`src/rtl/rxb_pkg.sv`:
```
package rxb_pkg;

   typedef enum logic [1:0] {
      ST_IDLE  = 2'd0,
      ST_HDR   = 2'd1,
      ST_DATA  = 2'd2,
      ST_TRAIL = 2'd3
   } rxb_state_e;

   typedef struct packed {
      logic mcast;
      logic phys;
      logic bcast;
   } rxb_kind_t;

   localparam int HDR_OK_BIT    = 0;
   localparam int HDR_BCAST_BIT = 13;
   localparam int HDR_PHYS_BIT  = 14;
   localparam int HDR_MCAST_BIT = 15;
   localparam logic [31:0] CRC_POLY = 32'hEDB88320;

   function automatic logic [31:0] make_header(input logic [15:0] len_plus4,
                                               input rxb_kind_t kind);
      logic [31:0] h;
      h = '0;
      h[HDR_OK_BIT]    = 1'b1;
      h[HDR_BCAST_BIT] = kind.bcast;
      h[HDR_PHYS_BIT]  = kind.phys;
      h[HDR_MCAST_BIT] = kind.mcast;
      h[31:16]         = len_plus4;
      return h;
   endfunction

   function automatic logic [31:0] crc_step(input logic [31:0] c, input logic [7:0] d);
      logic [31:0] r;
      r = c ^ {24'd0, d};
      for (int k = 0; k < 8; k++) begin
         r = r[0] ? ((r >> 1) ^ CRC_POLY) : (r >> 1);
      end
      return r;
   endfunction

endpackage

```
`src/rtl/rxb_space_chk.sv`:
```
module rxb_space_chk #(
   parameter int PTR_W = 13,
   parameter int LEN_W = 12
) (
   input  logic [PTR_W-1:0] wr,
   input  logic [PTR_W-1:0] rd,
   input  logic [LEN_W-1:0] len,
   output logic [PTR_W-1:0] avail,
   output logic             drop
);
   localparam int CW = ((LEN_W > PTR_W) ? LEN_W : PTR_W) + 1;

   logic [CW-1:0] need;

   // power-of-two ring: the subtraction wraps by itself
   assign avail = rd - wr;
   assign need  = CW'(len) + CW'(8);
   assign drop  = (avail != '0) && (need >= CW'(avail));

endmodule

```
`src/rtl/rxb_ptr_step.sv`:
```
module rxb_ptr_step #(
   parameter int PTR_W = 13
) (
   input  logic [PTR_W-1:0] ptr,
   output logic [PTR_W-1:0] plus1,
   output logic [PTR_W-1:0] plus4,
   output logic [PTR_W-1:0] align1
);
   logic [PTR_W-1:0] bump;

   assign plus1  = ptr + PTR_W'(1);
   assign plus4  = ptr + PTR_W'(4);
   assign bump   = plus1 + PTR_W'(3);
   assign align1 = {bump[PTR_W-1:2], 2'b00};

endmodule

```
`src/rtl/rxb_trailer_gen.sv`:
```
module rxb_trailer_gen #(
   parameter bit CRC_EN = 1'b1
) (
   input  logic        clk,
   input  logic        rst_n,
   input  logic        clear,
   input  logic        en,
   input  logic [7:0]  din,
   output logic [31:0] word
);
   import rxb_pkg::*;

   generate
      if (CRC_EN) begin : g_crc
         logic [31:0] crc_q;
         always_ff @(posedge clk or negedge rst_n) begin
            if (!rst_n)     crc_q <= '1;
            else if (clear) crc_q <= '1;
            else if (en)    crc_q <= crc_step(crc_q, din);
         end
         assign word = ~crc_q;
      end else begin : g_zero
         logic unused_in;
         assign unused_in = ^{clk, rst_n, clear, en, din};
         assign word = '0;
      end
   endgenerate

endmodule

```
`src/rtl/rxb_ring_writer.sv`:
```
module rxb_ring_writer
   import rxb_pkg::*;
#(
   parameter int BUF_BYTES = 8192,
   parameter int LEN_W     = 12,
   parameter int MISS_W    = 16,
   parameter bit CRC_EN    = 1'b1,
   localparam int PTR_W    = $clog2(BUF_BYTES)
) (
   input  logic              clk,
   input  logic              rst_n,
   input  logic [PTR_W-1:0]  rd_ptr,
   input  logic              frm_start,
   input  logic [LEN_W-1:0]  frm_len,
   input  logic [2:0]        frm_kind,
   input  logic              byte_valid,
   input  logic [7:0]        byte_data,
   output logic              busy,
   output logic              dat_rdy,
   output logic              mem_we,
   output logic              mem_wide,
   output logic [PTR_W-1:0]  mem_addr,
   output logic [31:0]       mem_wdata,
   output logic [PTR_W-1:0]  wr_ptr,
   output logic [MISS_W-1:0] miss_cnt,
   output logic              irq_rx_ok,
   output logic              irq_rx_ovf
);

   generate
      if ((BUF_BYTES & (BUF_BYTES - 1)) != 0 || BUF_BYTES < 16) begin : g_bad_size
         $error("rxb_ring_writer: BUF_BYTES must be a power of two of at least 16");
      end
      if (LEN_W > 15 || LEN_W < 1) begin : g_bad_len
         $error("rxb_ring_writer: LEN_W must lie in 1..15 so that length+4 fits 16 bits");
      end
      if (MISS_W < 1) begin : g_bad_miss
         $error("rxb_ring_writer: MISS_W must be positive");
      end
   endgenerate

   rxb_state_e       state;
   logic [PTR_W-1:0] wr_q;
   logic [LEN_W-1:0] len_q;
   logic [LEN_W-1:0] cnt_q;
   rxb_kind_t        kind_q;
   logic [1:0]       tix_q;
   logic [MISS_W-1:0] miss_q;
   logic             ok_q;
   logic             ovf_q;

   logic [PTR_W-1:0] avail;
   logic             drop;
   logic [PTR_W-1:0] p_plus1, p_plus4, p_align;
   logic [31:0]      trail_word;
   logic [31:0]      hdr_word;
   logic             accept;
   logic             take_byte;
   logic             last_byte;

   rxb_space_chk #(.PTR_W(PTR_W), .LEN_W(LEN_W)) u_space (
      .wr    (wr_q),
      .rd    (rd_ptr),
      .len   (frm_len),
      .avail (avail),
      .drop  (drop)
   );

   rxb_ptr_step #(.PTR_W(PTR_W)) u_step (
      .ptr    (wr_q),
      .plus1  (p_plus1),
      .plus4  (p_plus4),
      .align1 (p_align)
   );

   assign accept    = (state == ST_IDLE) && frm_start && !drop;
   assign take_byte = (state == ST_DATA) && byte_valid;
   assign last_byte = (cnt_q == len_q - LEN_W'(1));

   rxb_trailer_gen #(.CRC_EN(CRC_EN)) u_trail (
      .clk   (clk),
      .rst_n (rst_n),
      .clear (accept),
      .en    (take_byte),
      .din   (byte_data),
      .word  (trail_word)
   );

   assign hdr_word = make_header(16'(len_q) + 16'd4, kind_q);

   always_ff @(posedge clk or negedge rst_n) begin
      if (!rst_n) begin
         state  <= ST_IDLE;
         wr_q   <= '0;
         len_q  <= '0;
         cnt_q  <= '0;
         kind_q <= '0;
         tix_q  <= '0;
         miss_q <= '0;
         ok_q   <= 1'b0;
         ovf_q  <= 1'b0;
      end else begin
         ok_q  <= 1'b0;
         ovf_q <= 1'b0;
         unique case (state)
            ST_IDLE: begin
               if (frm_start) begin
                  if (drop) begin
                     ovf_q  <= 1'b1;
                     miss_q <= miss_q + MISS_W'(1);
                  end else begin
                     len_q  <= frm_len;
                     kind_q <= rxb_kind_t'(frm_kind);
                     state  <= ST_HDR;
                  end
               end
            end
            ST_HDR: begin
               wr_q  <= p_plus4;
               cnt_q <= '0;
               tix_q <= '0;
               state <= (len_q == '0) ? ST_TRAIL : ST_DATA;
            end
            ST_DATA: begin
               if (byte_valid) begin
                  wr_q  <= p_plus1;
                  cnt_q <= cnt_q + LEN_W'(1);
                  if (last_byte) state <= ST_TRAIL;
               end
            end
            ST_TRAIL: begin
               tix_q <= tix_q + 2'd1;
               if (tix_q == 2'd3) begin
                  wr_q  <= p_align;
                  ok_q  <= 1'b1;
                  state <= ST_IDLE;
               end else begin
                  wr_q <= p_plus1;
               end
            end
            default: state <= ST_IDLE;
         endcase
      end
   end

   always_comb begin
      mem_we    = 1'b0;
      mem_wide  = 1'b0;
      mem_wdata = '0;
      unique case (state)
         ST_HDR: begin
            mem_we    = 1'b1;
            mem_wide  = 1'b1;
            mem_wdata = hdr_word;
         end
         ST_DATA: begin
            mem_we    = byte_valid;
            mem_wdata = {24'd0, byte_data};
         end
         ST_TRAIL: begin
            mem_we    = 1'b1;
            mem_wdata = {24'd0, trail_word[8*tix_q +: 8]};
         end
         default: ;
      endcase
   end

   assign mem_addr   = wr_q;
   assign wr_ptr     = wr_q;
   assign busy       = (state != ST_IDLE);
   assign dat_rdy    = (state == ST_DATA);
   assign miss_cnt   = miss_q;
   assign irq_rx_ok  = ok_q;
   assign irq_rx_ovf = ovf_q;

endmodule

```
`config.mk`:
```
export PLATFORM = sky130hd
export DESIGN_NAME = rxb_ring_writer
export DESIGN_NICKNAME = d
export VERILOG_FILES = /design/src/rtl/rxb_pkg.sv /design/src/rtl/rxb_space_chk.sv /design/src/rtl/rxb_ptr_step.sv /design/src/rtl/rxb_trailer_gen.sv /design/src/rtl/rxb_ring_writer.sv
export SDC_FILE = /design/constraint.sdc
export NUM_CORES = 1
export LEC_CHECK = 0
export BUFFER_PORTS_ARGS = -buffer_cell sky130_fd_sc_hd__buf_2
export CAP_MARGIN = 30
export CORE_MARGIN = 3
export CORE_UTILIZATION = 63
export DETAILED_ROUTE_END_ITERATION = 10
export GPL_ROUTABILITY_DRIVEN = 0
export PLACE_DENSITY = 0.94
export SLEW_MARGIN = 10
export SYNTH_ARGS = -nofsm -noshare
export SYNTH_HDL_FRONTEND = slang
export SYNTH_SLANG_ARGS = --single-unit
```
`constraint.sdc`:
```
create_clock -name clk -period 7 [get_ports clk]
set_clock_uncertainty 0.2 [all_clocks]
set_input_delay 0.35 -clock clk [delete_from_list [all_inputs] [get_ports clk]]
set_output_delay 0.35 -clock clk [all_outputs]
set_load 0.05 [all_outputs]
```
== Word-level counts from Yosys, hierarchy flattened ==
Index checks and enable logic that the tools add are counted.

* Output and inout bits: 80
* Bits in registers: 94
* Bits of input ports: 40
* Word-level logic and storage cells: 95

* Order comparisons: 1
* Add/sub/neg operators: 10
* Shift operators: 1
* Equal/unequal tests: 10
* Bitwise gates (word level): 11
* Reduce and logical (&&, ||, !) cells: 19
* Mux-type cells: 31

{| class="wikitable"
|+ Operators with widths
! operator !! number
|-
| $mux W32 || 10
|-
| $not A13 Y14 || 8
|-
| $pmux W29 S3 || 1
|-
| $pmux W13 S3 || 1
|-
| $not A32 Y32 || 1
|-
| $shiftx A32 B6 Y8 || 1
|-
| $xor A32 B8 Y32 || 1
|-
| $mux W13 || 2
|-
| $pmux W12 S2 || 1
|-
| $add A16 B1 Y16 const B || 1
|-
| $ge A14 B13 Y1 || 1
|-
| $add A12 B3 Y13 const B || 1
|-
| $add A12 B4 Y13 const B || 1
|-
| $add A13 B1 Y13 const B || 1
|-
| $add A13 B2 Y13 const B || 1
|-
| $add A13 B3 Y13 const B || 1
|-
| $reduce_bool A13 Y1 || 1
|-
| $sub A13 B13 Y13 || 1
|-
| $add A12 B1 Y12 const B || 1
|-
| $eq A12 B12 Y1 || 1
|-
| $logic_not A12 Y1 || 1
|-
| $mux W12 || 1
|-
| $sub A12 B1 Y12 const B || 1
|-
| $mux W2 || 5
|-
| 19 further kinds || 38
|}

== Longest topological paths before layout ==
Gate-level depths: netlist (run 1).

* Depth in word-level cells: 19
* Depth in mapped cells: 19

== By module ==
From an unflattened synthesis (run 1), not the netlist that was laid out.

* Cells, all modules: 937
* Area total of the unflattened synthesis: 8451.9 sq um

{| class="wikitable"
|+ Modules (own cells, without submodules)
! module !! area an instance (sq um) !! instances !! cells an instance !! sequential area each (sq um)
|-
| rxb_ring_writer || 4023.9 || 1 || 446 || 1551.5
|-
| rxb_trailer_gen || 2406.1 || 1 || 205 || 840.8
|-
| rxb_space_chk || 1203.7 || 1 || 163 || 0.0
|-
| rxb_ptr_step || 818.3 || 1 || 123 || 0.0
|}

== Worst setup path after synthesis (run 1) ==
Ideal clock, no wire load.

* Path type: reg-to-reg
* From: register wr_q[7] (netlist: mem_addr[7])
* To: register kind_q (netlist bit hdr_word[13])
* Buffers on the path: 2
* Setup time: 125 ps
* Arrival time: 4225 ps
* Data required time: 6675 ps
* Stages on the path, launching flop included: 17
* Setup slack: 2450 ps
* Path through: dfrtp_1 buf_2 inv_1 ha_1 a21oi_1 nand2_1 o21a_1 o311a_1 ha_1 or4_1 a221oi_1 o31ai_1 a31oi_1 nand2_1 o21ai_1 buf_2 mux2_2

* Cells in the longest elaborated chain, start to end: 5
* Elaborated cells on any way between the ends: 6
* Those cells by class: add/sub (1); order compare (1); bitwise (1); reduce/logical (3)

{| class="wikitable"
|+ Ends and longest elaborated chain
! item !! RTL line !! RTL
|-
| from (decl) || rxb_ring_writer.sv:43 || <nowiki>logic [PTR_W-1:0] wr_q;</nowiki>
|-
| from (signal assigned) || rxb_ring_writer.sv:119 || <nowiki>wr_q <= p_plus4;</nowiki>
|-
| from (signal assigned) || rxb_ring_writer.sv:126 || <nowiki>wr_q <= p_plus1;</nowiki>
|-
| from (signal assigned) || rxb_ring_writer.sv:134 || <nowiki>wr_q <= p_align;</nowiki>
|-
| $sub A13 B13 Y13 (*) || rxb_space_chk.sv:16 || <nowiki>assign avail = rd - wr;</nowiki>
|-
| $ge A14 B13 Y1 / $reduce_bool A13 Y1 (equally long branches) || rxb_space_chk.sv:18 || <nowiki>assign drop = (avail != '0) && (need >= CW'(avail));</nowiki>
|-
| $logic_and A1 B1 Y1 (*) || rxb_space_chk.sv:18 ||
|-
| $not A1 Y1 (no line) (*) || - ||
|-
| $reduce_and A3 Y1 (no line) (*) || - ||
|-
| to (signal assigned) || rxb_ring_writer.sv:113 || <nowiki>kind_q <= rxb_kind_t'(frm_kind);</nowiki>
|-
| to (decl) || rxb_ring_writer.sv:46 || <nowiki>rxb_kind_t kind_q;</nowiki>
|}

Mark *: on every way between the ends. The rest lies on a longest branch, timed or not.
A chain may end at the register's enable or synchronous reset.

== Final worst setup path (run 1) ==
* From: register wr_q[7] (netlist: mem_addr[7])
* To: register kind_q (netlist bit hdr_word[14])

The elaborated chain is that of the path after synthesis.

==> results of run 1 <==
==> logic make-up after synthesis <==
kind of cell | synth area share
flops | 0.306
mux | 0.0580
buf+inv | 0.0635
simple gates | 0.195
xor+xnor | 0.141
fa+ha+maj | 0.0635
compound gates | 0.172
other cells | 0.000480
==> worst max-delay path, cell delays in order (launching register included) <==
cell      delay (ps)
dfrtp_1          570
inv_1            150
ha_1             370
a21oi_1          280
nand2_1          140
o21a_1           210
o311a_1          350
ha_1             220
or4_1            490
a221oi_1         230
o31ai_1          120
a31oi_1          190
buf_4            230
nand2_1          110
o21ai_4           80
buf_4            490
mux2_2           390
==> metrics by stage <==
| stage | power [mW] | util | instances | hold slack [ps] | instance area (µm²) |
|---|---|---|---|---|---|
| after floorplan | 3.48 | - | 903 | -146 | 7830 |
| after global placement | 3.93 | 0.687 | 1118 | 76.8 | 8280 |
| after detailed placement | 4.03 | 0.687 | 1118 | 83.9 | 8280 |
| after CTS | 4.55 | 0.712 | 1135 | 19.1 | 8590 |
| after global routing | 4.88 | 0.712 | 1135 | 25.4 | 8590 |
| final | 4.57 | 0.712 | 1135 | 22.3 | 8590 |
==> routing by layer <==
metal	global-route usage	vias to the layer above	share of wire
li1	-	3283	-
met1	0.366	3370	0.41
met2	0.471	337	0.49
met3	0.0434	54	0.073
met4	0.118	0	0.029
met5	0	-	0
==> worst paths after layout <==
check | to | cells past startpoint
max reg2reg | hdr_word[14] | 16
min reg2reg | miss_cnt[15] | 1
min in group asynchronous | mem_addr[0] | 2
max in group asynchronous | miss_cnt[12] | 3
min | hdr_word[13] | 2
max | hdr_word[14] | 16
==> synthesized netlist by cell type (15+ instances only) <==
master / n / area share
nand4_1: 15 / 0.012
dfstp_2: 32 / 0.11
a211o_1: 33 / 0.037
buf_4: 22 / 0.021
nand3_1: 36 / 0.023
inv_1: 30 / 0.014
ha_1: 38 / 0.061
a21oi_1: 34 / 0.022
nand2_1: 66 / 0.032
dfrtp_1: 62 / 0.20
xnor2_1: 77 / 0.086
nor2_1: 107 / 0.051
o21ai_0: 40 / 0.026
clkbuf_1: 32 / 0.015
nor3_1: 19 / 0.012
xor2_1: 47 / 0.053
==> layout make-up <==
cell class              count  share of cell area
multi-input cells         707               0.578
clock inverters             6             0.00612
repair buffers            118              0.0714
inverters                  32              0.0140
flip-flops and latches     94               0.279
clock buffers              10              0.0278
well taps                 168              0.0245
==> state kept, by name, indices dropped and copies added, names as in the netlist <==
signal               cells
len_q                   12
mem_addr                13
cnt_q                   12
tix_q                    2
state                    2
u_trail.g_crc.crc_q     32
miss_cnt                16
hdr_word                 3
irq_rx_ovf               1
irq_rx_ok                1
==> timing repair <==
action	CTS	global route
hold endpoints to repair	25	0
hold buffers	1	0
endpoints found under the setup margin	0	0
==> power by group through the flow <==
stage / registers (mW) / logic (mW) / clock network, mW
4_1_cts: 1.10 / 2.95 / 0.498
5_1_grt: 1.14 / 3.21 / 0.518
3_5_place_dp: 1.11 / 2.92 / 0
3_3_place_gp: 1.09 / 2.83 / 0
2_1_floorplan: 1.08 / 2.40 / 0
6_report: 1.11 / 2.97 / 0.493
==> metrics.md, run 1 <==
| Metric | Value |
|---|---|
| Vias per cell | ~6.2 |
| Die Wd | 117 µm |
| Max-slew violations | 0 |
| Seq pwr share | 0.243 |
| Fmax | 202 MHz |
| Starting density of the core | 0.647 |
| Post-Route WL | about 20000 µm |
| Comb power frac | 0.649 |
| Hold Path Class | primary input to register |
| TritonCTS clock tree | built |
| Max FO, Critical Path | 47 |
| Die Ht | approximately 120 µm |
| Critical path class | register to register |
| Critical Path Start Type | register |
| Fin crit share | 0.708 |
| Critical Path End Type | register |
| Req. time, crit path | 7040 ps |
| Root Driver | clkbuf_16 |
| Site row count | 40 |
| Initial antenna violation count | 0 |
| Sw Ratio | 0.514 |
| Post-DRT Antenna Nets | 0 |
| Area occupied by multi-input gates | 0.00496 mm² |
| Drt drc | 0 |
| Sequential share of the synthesized area | 0.306 |
| Most frequent cells in the layout | 110 x buf_2, 107 x nor2_1, 77 x xnor2_1 |
| Number of synthesized register bits | 94 |
| Fin crit period | around 5000 ps |
| Run status | finished clean |
| PortBufs | approximately 110 |
| Filler cell count | between 800 and 900 |
| Max-cap violations | 0 |
| Static Leak | 3.81 nW |
| CORE AREA | around 0.012 mm² |
| Post-synth cell types | 79 |
| Layout Area Growth over Synthesis | 9.99% |
| Final TNS setup | 0 ps |
| Flop2flop setup slack | 2050 ps |
| Ports | 120 |
| Largest net degree at the start of global routing | 70 |
| Reg2Reg Launch Point | mem_addr[7] |
| Gr usage total | 0.282 |
| Pwr/cell area | between 500 and 600 mW/mm² |
| Share of layout cells above drive strength 1 | 0.207 |
| Crit. Startpoint | mem_addr[7] |
| Post-Syn Instances | roughly 900 |
| FFs w/ async S/R, synth | 1.00 |
| Total grt overflow | 0 |
| Sequential cell area | 0.00239 mm² |
| Final setup margin | approximately 2000 ps |
| Unrepaired setup endpoints after global routing | false |
| CTS Buf Count | 9 |
| Most common cell after layout, fill and taps aside | buf_2 |
| Avg WL per Cell | approximately 17 µm |
| Final Setup Violations | 0 |
| Clk buf depth | 2 |
| Worst VDD drop | ~0.29 mV |
| Via count | about 7000 |
| Yosys warns | 0 |
| Antenna diodes | 0 |
| Psw | about 2.3 mW |
| Worst Tran Pin Value | ~960 ps |
| Number of global-route vias before repair | between 6000 and 7000 |
| Top FF cell, synth | dfrtp_1 |
| CP Data Arrival Time | 5000 ps |
| Clk_lat worst skew | between 300 and 400 ps |
| Hold_sp | frm_kind[0] |
| Clk pin slew, worst setup/hold paths | about 70 ps |
| Clock share of power | 0.108 |
| Drt first-iter violations | about 780 |
| Final Hold Fails | 0 |
| Placement Setup Slack | 2170 ps |
| CTS H-Tree Depth | 3 |
| First-pass iteration count of the detailed router | 5 |
| # Post-CTS Setup Buffers | 0 |
| HPWL after DPL | 14400 µm |
| Final nets | 1041 |
| Clock sink count | 94 |
| Post_cts resized | 0 |
| Syn_area_per_cell | 8.71 µm² |
| Post-Syn Area | roughly 0.0078 mm² |
| First-pass GRT wire length | 32400 µm |
| Number of synthesized flops with an enable pin | 0 |
| P_int | 2.23 mW |
| Die area | roughly 0.014 mm² |
| Slew headroom | 0.341 |
Power figures use the tool's default switching activity.
==> run 2: changes to the inputs <==
--- a/config.mk
+++ b/config.mk
@@ -8,10 +8,10 @@
 export BUFFER_PORTS_ARGS = -buffer_cell sky130_fd_sc_hd__buf_2
 export CAP_MARGIN = 30
 export CORE_MARGIN = 3
-export CORE_UTILIZATION = 63
+export CORE_UTILIZATION = 59
 export DETAILED_ROUTE_END_ITERATION = 10
 export GPL_ROUTABILITY_DRIVEN = 0
-export PLACE_DENSITY = 0.94
+export PLACE_DENSITY = 0.89
 export SLEW_MARGIN = 10
 export SYNTH_ARGS = -nofsm -noshare
 export SYNTH_HDL_FRONTEND = slang
==> constraint.sdc (replaced) <==
create_clock -name clk -period 5.2 [get_ports clk]
set_clock_uncertainty 0.2 [all_clocks]
set_input_delay 0.26 -clock clk [delete_from_list [all_inputs] [get_ports clk]]
set_output_delay 0.26 -clock clk [all_outputs]
set_load 0.05 [all_outputs]
==> run 2 against run 1 <==
Effect of this change: power is 35% higher; first-iteration DRC count is 13% lower; design area is 1.7% higher; combinational power is 36% higher; count of clock-buffer cells in the layout stayed put; fmax is 6.9% higher; sequential share of layout area is 0.46 points lower; wire length is 1.0% lower; register-to-register slack worse by 1500 ps; highest routed layer unchanged.
==> metrics.md, run 2 (same netlist as run 1, synthesis figures left out) <==
| Metric | Value |
|---|---|
| Critical Path Start Type | register |
| Worst VDD drop | 0.380 mV (+29%) |
| Total grt overflow | 0 (unchanged) |
| Post-Route WL | 19600 µm (-1.0%) |
| CP Data Arrival Time | 4660 ps (-340 ps) |
| CORE AREA | 0.0128 mm² (+5.9%) |
| Via count | 7003 (-0.58%) |
| Placement Setup Slack | 614 ps (-1550 ps) |
| Max FFs per register | 32 (unchanged) |
| Most frequent cells in the layout | 110 x buf_2, 107 x nor2_1, 77 x xnor2_1 |
| Total Power | 6.19 mW (+35%) |
| Max-slew violations | 0 (unchanged) |
| TritonCTS clock tree | built |
| Die Ht | 121 µm (+3.2%) |
| Starting density of the core | 0.611 (-0.0361) |
| Post-Place Cells | 1125 (+0.63%) |
| CTS Buf Count | 9 (unchanged) |
| Die Wd | 121 µm (+3.2%) |
| Ports | 120 (unchanged) |
| Hold Path Class | primary input to register |
| Antenna diodes | 0 (unchanged) |
| Req. time, crit path | 5230 ps (-1810 ps) |
| Final Setup Violations | 0 (unchanged) |
| Worst-case reg-to-reg path depth | 17 (+1) |
| Clk buf depth | 2 (unchanged) |
| Clock sink count | 94 (unchanged) |
| Final TNS setup | 0 ps (unchanged) |
| Number of global-route vias before repair | 6561 (-0.091%) |
| Initial antenna violation count | 0 (unchanged) |
| Drt drc | 0 (unchanged) |
| Most flops, register | u_trail.g_crc.crc_q |
| WHS | 11.6 ps (-10.7 ps) |
| Finished Layout Cells | 1152 (+1.5%) |
| Root Driver | clkbuf_16 |
| Unrepaired setup endpoints after global routing | false |
| PortBufs | 111 (unchanged) |
| CTS H-Tree Depth | 3 (unchanged) |
| Final nets | 1054 (+1.2%) |
| Gr usage total | 0.265 (-0.0170) |
| Hold path depth | 2 (unchanged) |
| Static Leak | 3.90 nW (+2.2%) |
| Pwr/cell area | 709 mW/mm² (+33%) |
| Avg WL per Cell | 17.0 µm (-2.5%) |
| Fmax | 216 MHz (+6.9%) |
| Fin crit period | 4630 ps (-320 ps) |
| Most common cell after layout, fill and taps aside | buf_2 |
| Critical Path End Type | register |
| Critical-path top delay cell | dfrtp_1 |
| Filler cell count | 985 (+11%) |
| Post-DRT Antenna Nets | 0 (unchanged) |
| Max FO, Critical Path | 23 (-51%) |
| Critical path class | register to register |
| Site row count | 41 (+2.5%) |
| HPWL after DPL | 14100 µm (-2.6%) |
| Worst Tran Pin Value | 852 ps (-112 ps) |
| Vias per cell | 6.08 (-2.0%) |
| Clk pin slew, worst setup/hold paths | 60 ps (about the same) |
| Crit-path max cell delay | 590 ps (+20 ps) |
| Largest net degree at the start of global routing | 70 (unchanged) |
| Final Hold Fails | 0 (unchanged) |
| Die area | 0.0146 mm² (+6.4%) |
| Slew headroom | 0.428 (+0.0871) |
| Run status | finished clean |
| First-pass iteration count of the detailed router | 6 (+1) |
| Final setup margin | 566 ps (-1480 ps) |
| Sequential cell area | 0.00239 mm² (unchanged) |
| Clk_lat worst skew | 350 ps (about the same) |
| Worst path cell trace | inv_1, ha_1, a21o_1, o2bb2ai_1, a21oi_1, nor3b_1, a211oi_1, ha_1, o21a_1, o21a_1, o21ai_0, nand2b_1, a31oi_1, nand2_1, o21ai_4, buf_16, mux2_2 |
| # Post-CTS Setup Buffers | 0 (unchanged) |
| Share of layout cells above drive strength 1 | 0.206 (-0.000703) |
| Area occupied by multi-input gates | 0.00496 mm² (unchanged) |
| Layout Area Growth over Synthesis | 11.8% |
| Drt first-iter violations | 671 (-13%) |
| First-pass GRT wire length | 31600 µm (-2.5%) |
| Fin crit share | 0.891 (+0.183) |
| Max-cap violations | 0 (unchanged) |
[run 2: path summary, 6_finish.rpt]
check / end / slack, ps / from
max: hdr_word[15] / 570 / mem_addr[4]
min: len_q[9] / 10 / frm_len[9]
max reg2reg: hdr_word[15] / 570 / mem_addr[4]
min reg2reg: miss_cnt[15] / 280 / miss_cnt[15]
max in group asynchronous: cnt_q[2] / 3470 / rst_n
min in group asynchronous: mem_addr[6] / 200 / rst_n
[run 2: where the power goes]
| part | leakage (nW) | internal, mW | switching, mW |
|---|---|---|---|
| Clock | 0.140 | 0.371 | 0.287 |
| Sequential | 1.14 | 1.08 | 0.409 |
| Combinational | 2.61 | 1.59 | 2.45 |
| Total | 3.90 | 3.05 | 3.15 |
[run 2: stage by stage]
step	utilization	instance area, µm²
2_1_floorplan	-	7830
3_3_place_gp	0.651	8310
3_5_place_dp	0.651	8310
4_1_cts	0.680	8690
5_1_grt	0.684	8730
6_report	0.684	8730
[run 2: layer usage]
layer | up-vias | global-route usage | part of all wire
li1 | 3312 | - | -
met1 | 3375 | 0.353 | 0.43
met2 | 273 | 0.446 | 0.49
met3 | 43 | 0.0438 | 0.066
met4 | 0 | 0.0737 | 0.019
met5 | - | 0 | 0
[run 2: what timing repair did]
item                                   4_1_cts  5_1_grt
endpoints found under the hold margin       41        0
hold buffers                                 9        0
gates resized for setup                      0        0
[run 2: layout make-up]
cell class,count,area share
Tap cell,172,0.0246
Sequential cell,94,0.274
Multi-Input combinational cell,707,0.568
Inverter,32,0.0138
Timing Repair Buffer,131,0.0866
Clock inverter,6,0.00688
Clock buffer,10,0.0262
[run 2: critical path: cells and delay by family (launching register included)]
family	cells	cell delay, ps
and+or+nand+nor	3	290
AOI/OAI and AO/OA	9	1930
DFF	1	590
buffers and inverters	2	430
adders and majority gates	2	730
muxes	1	340
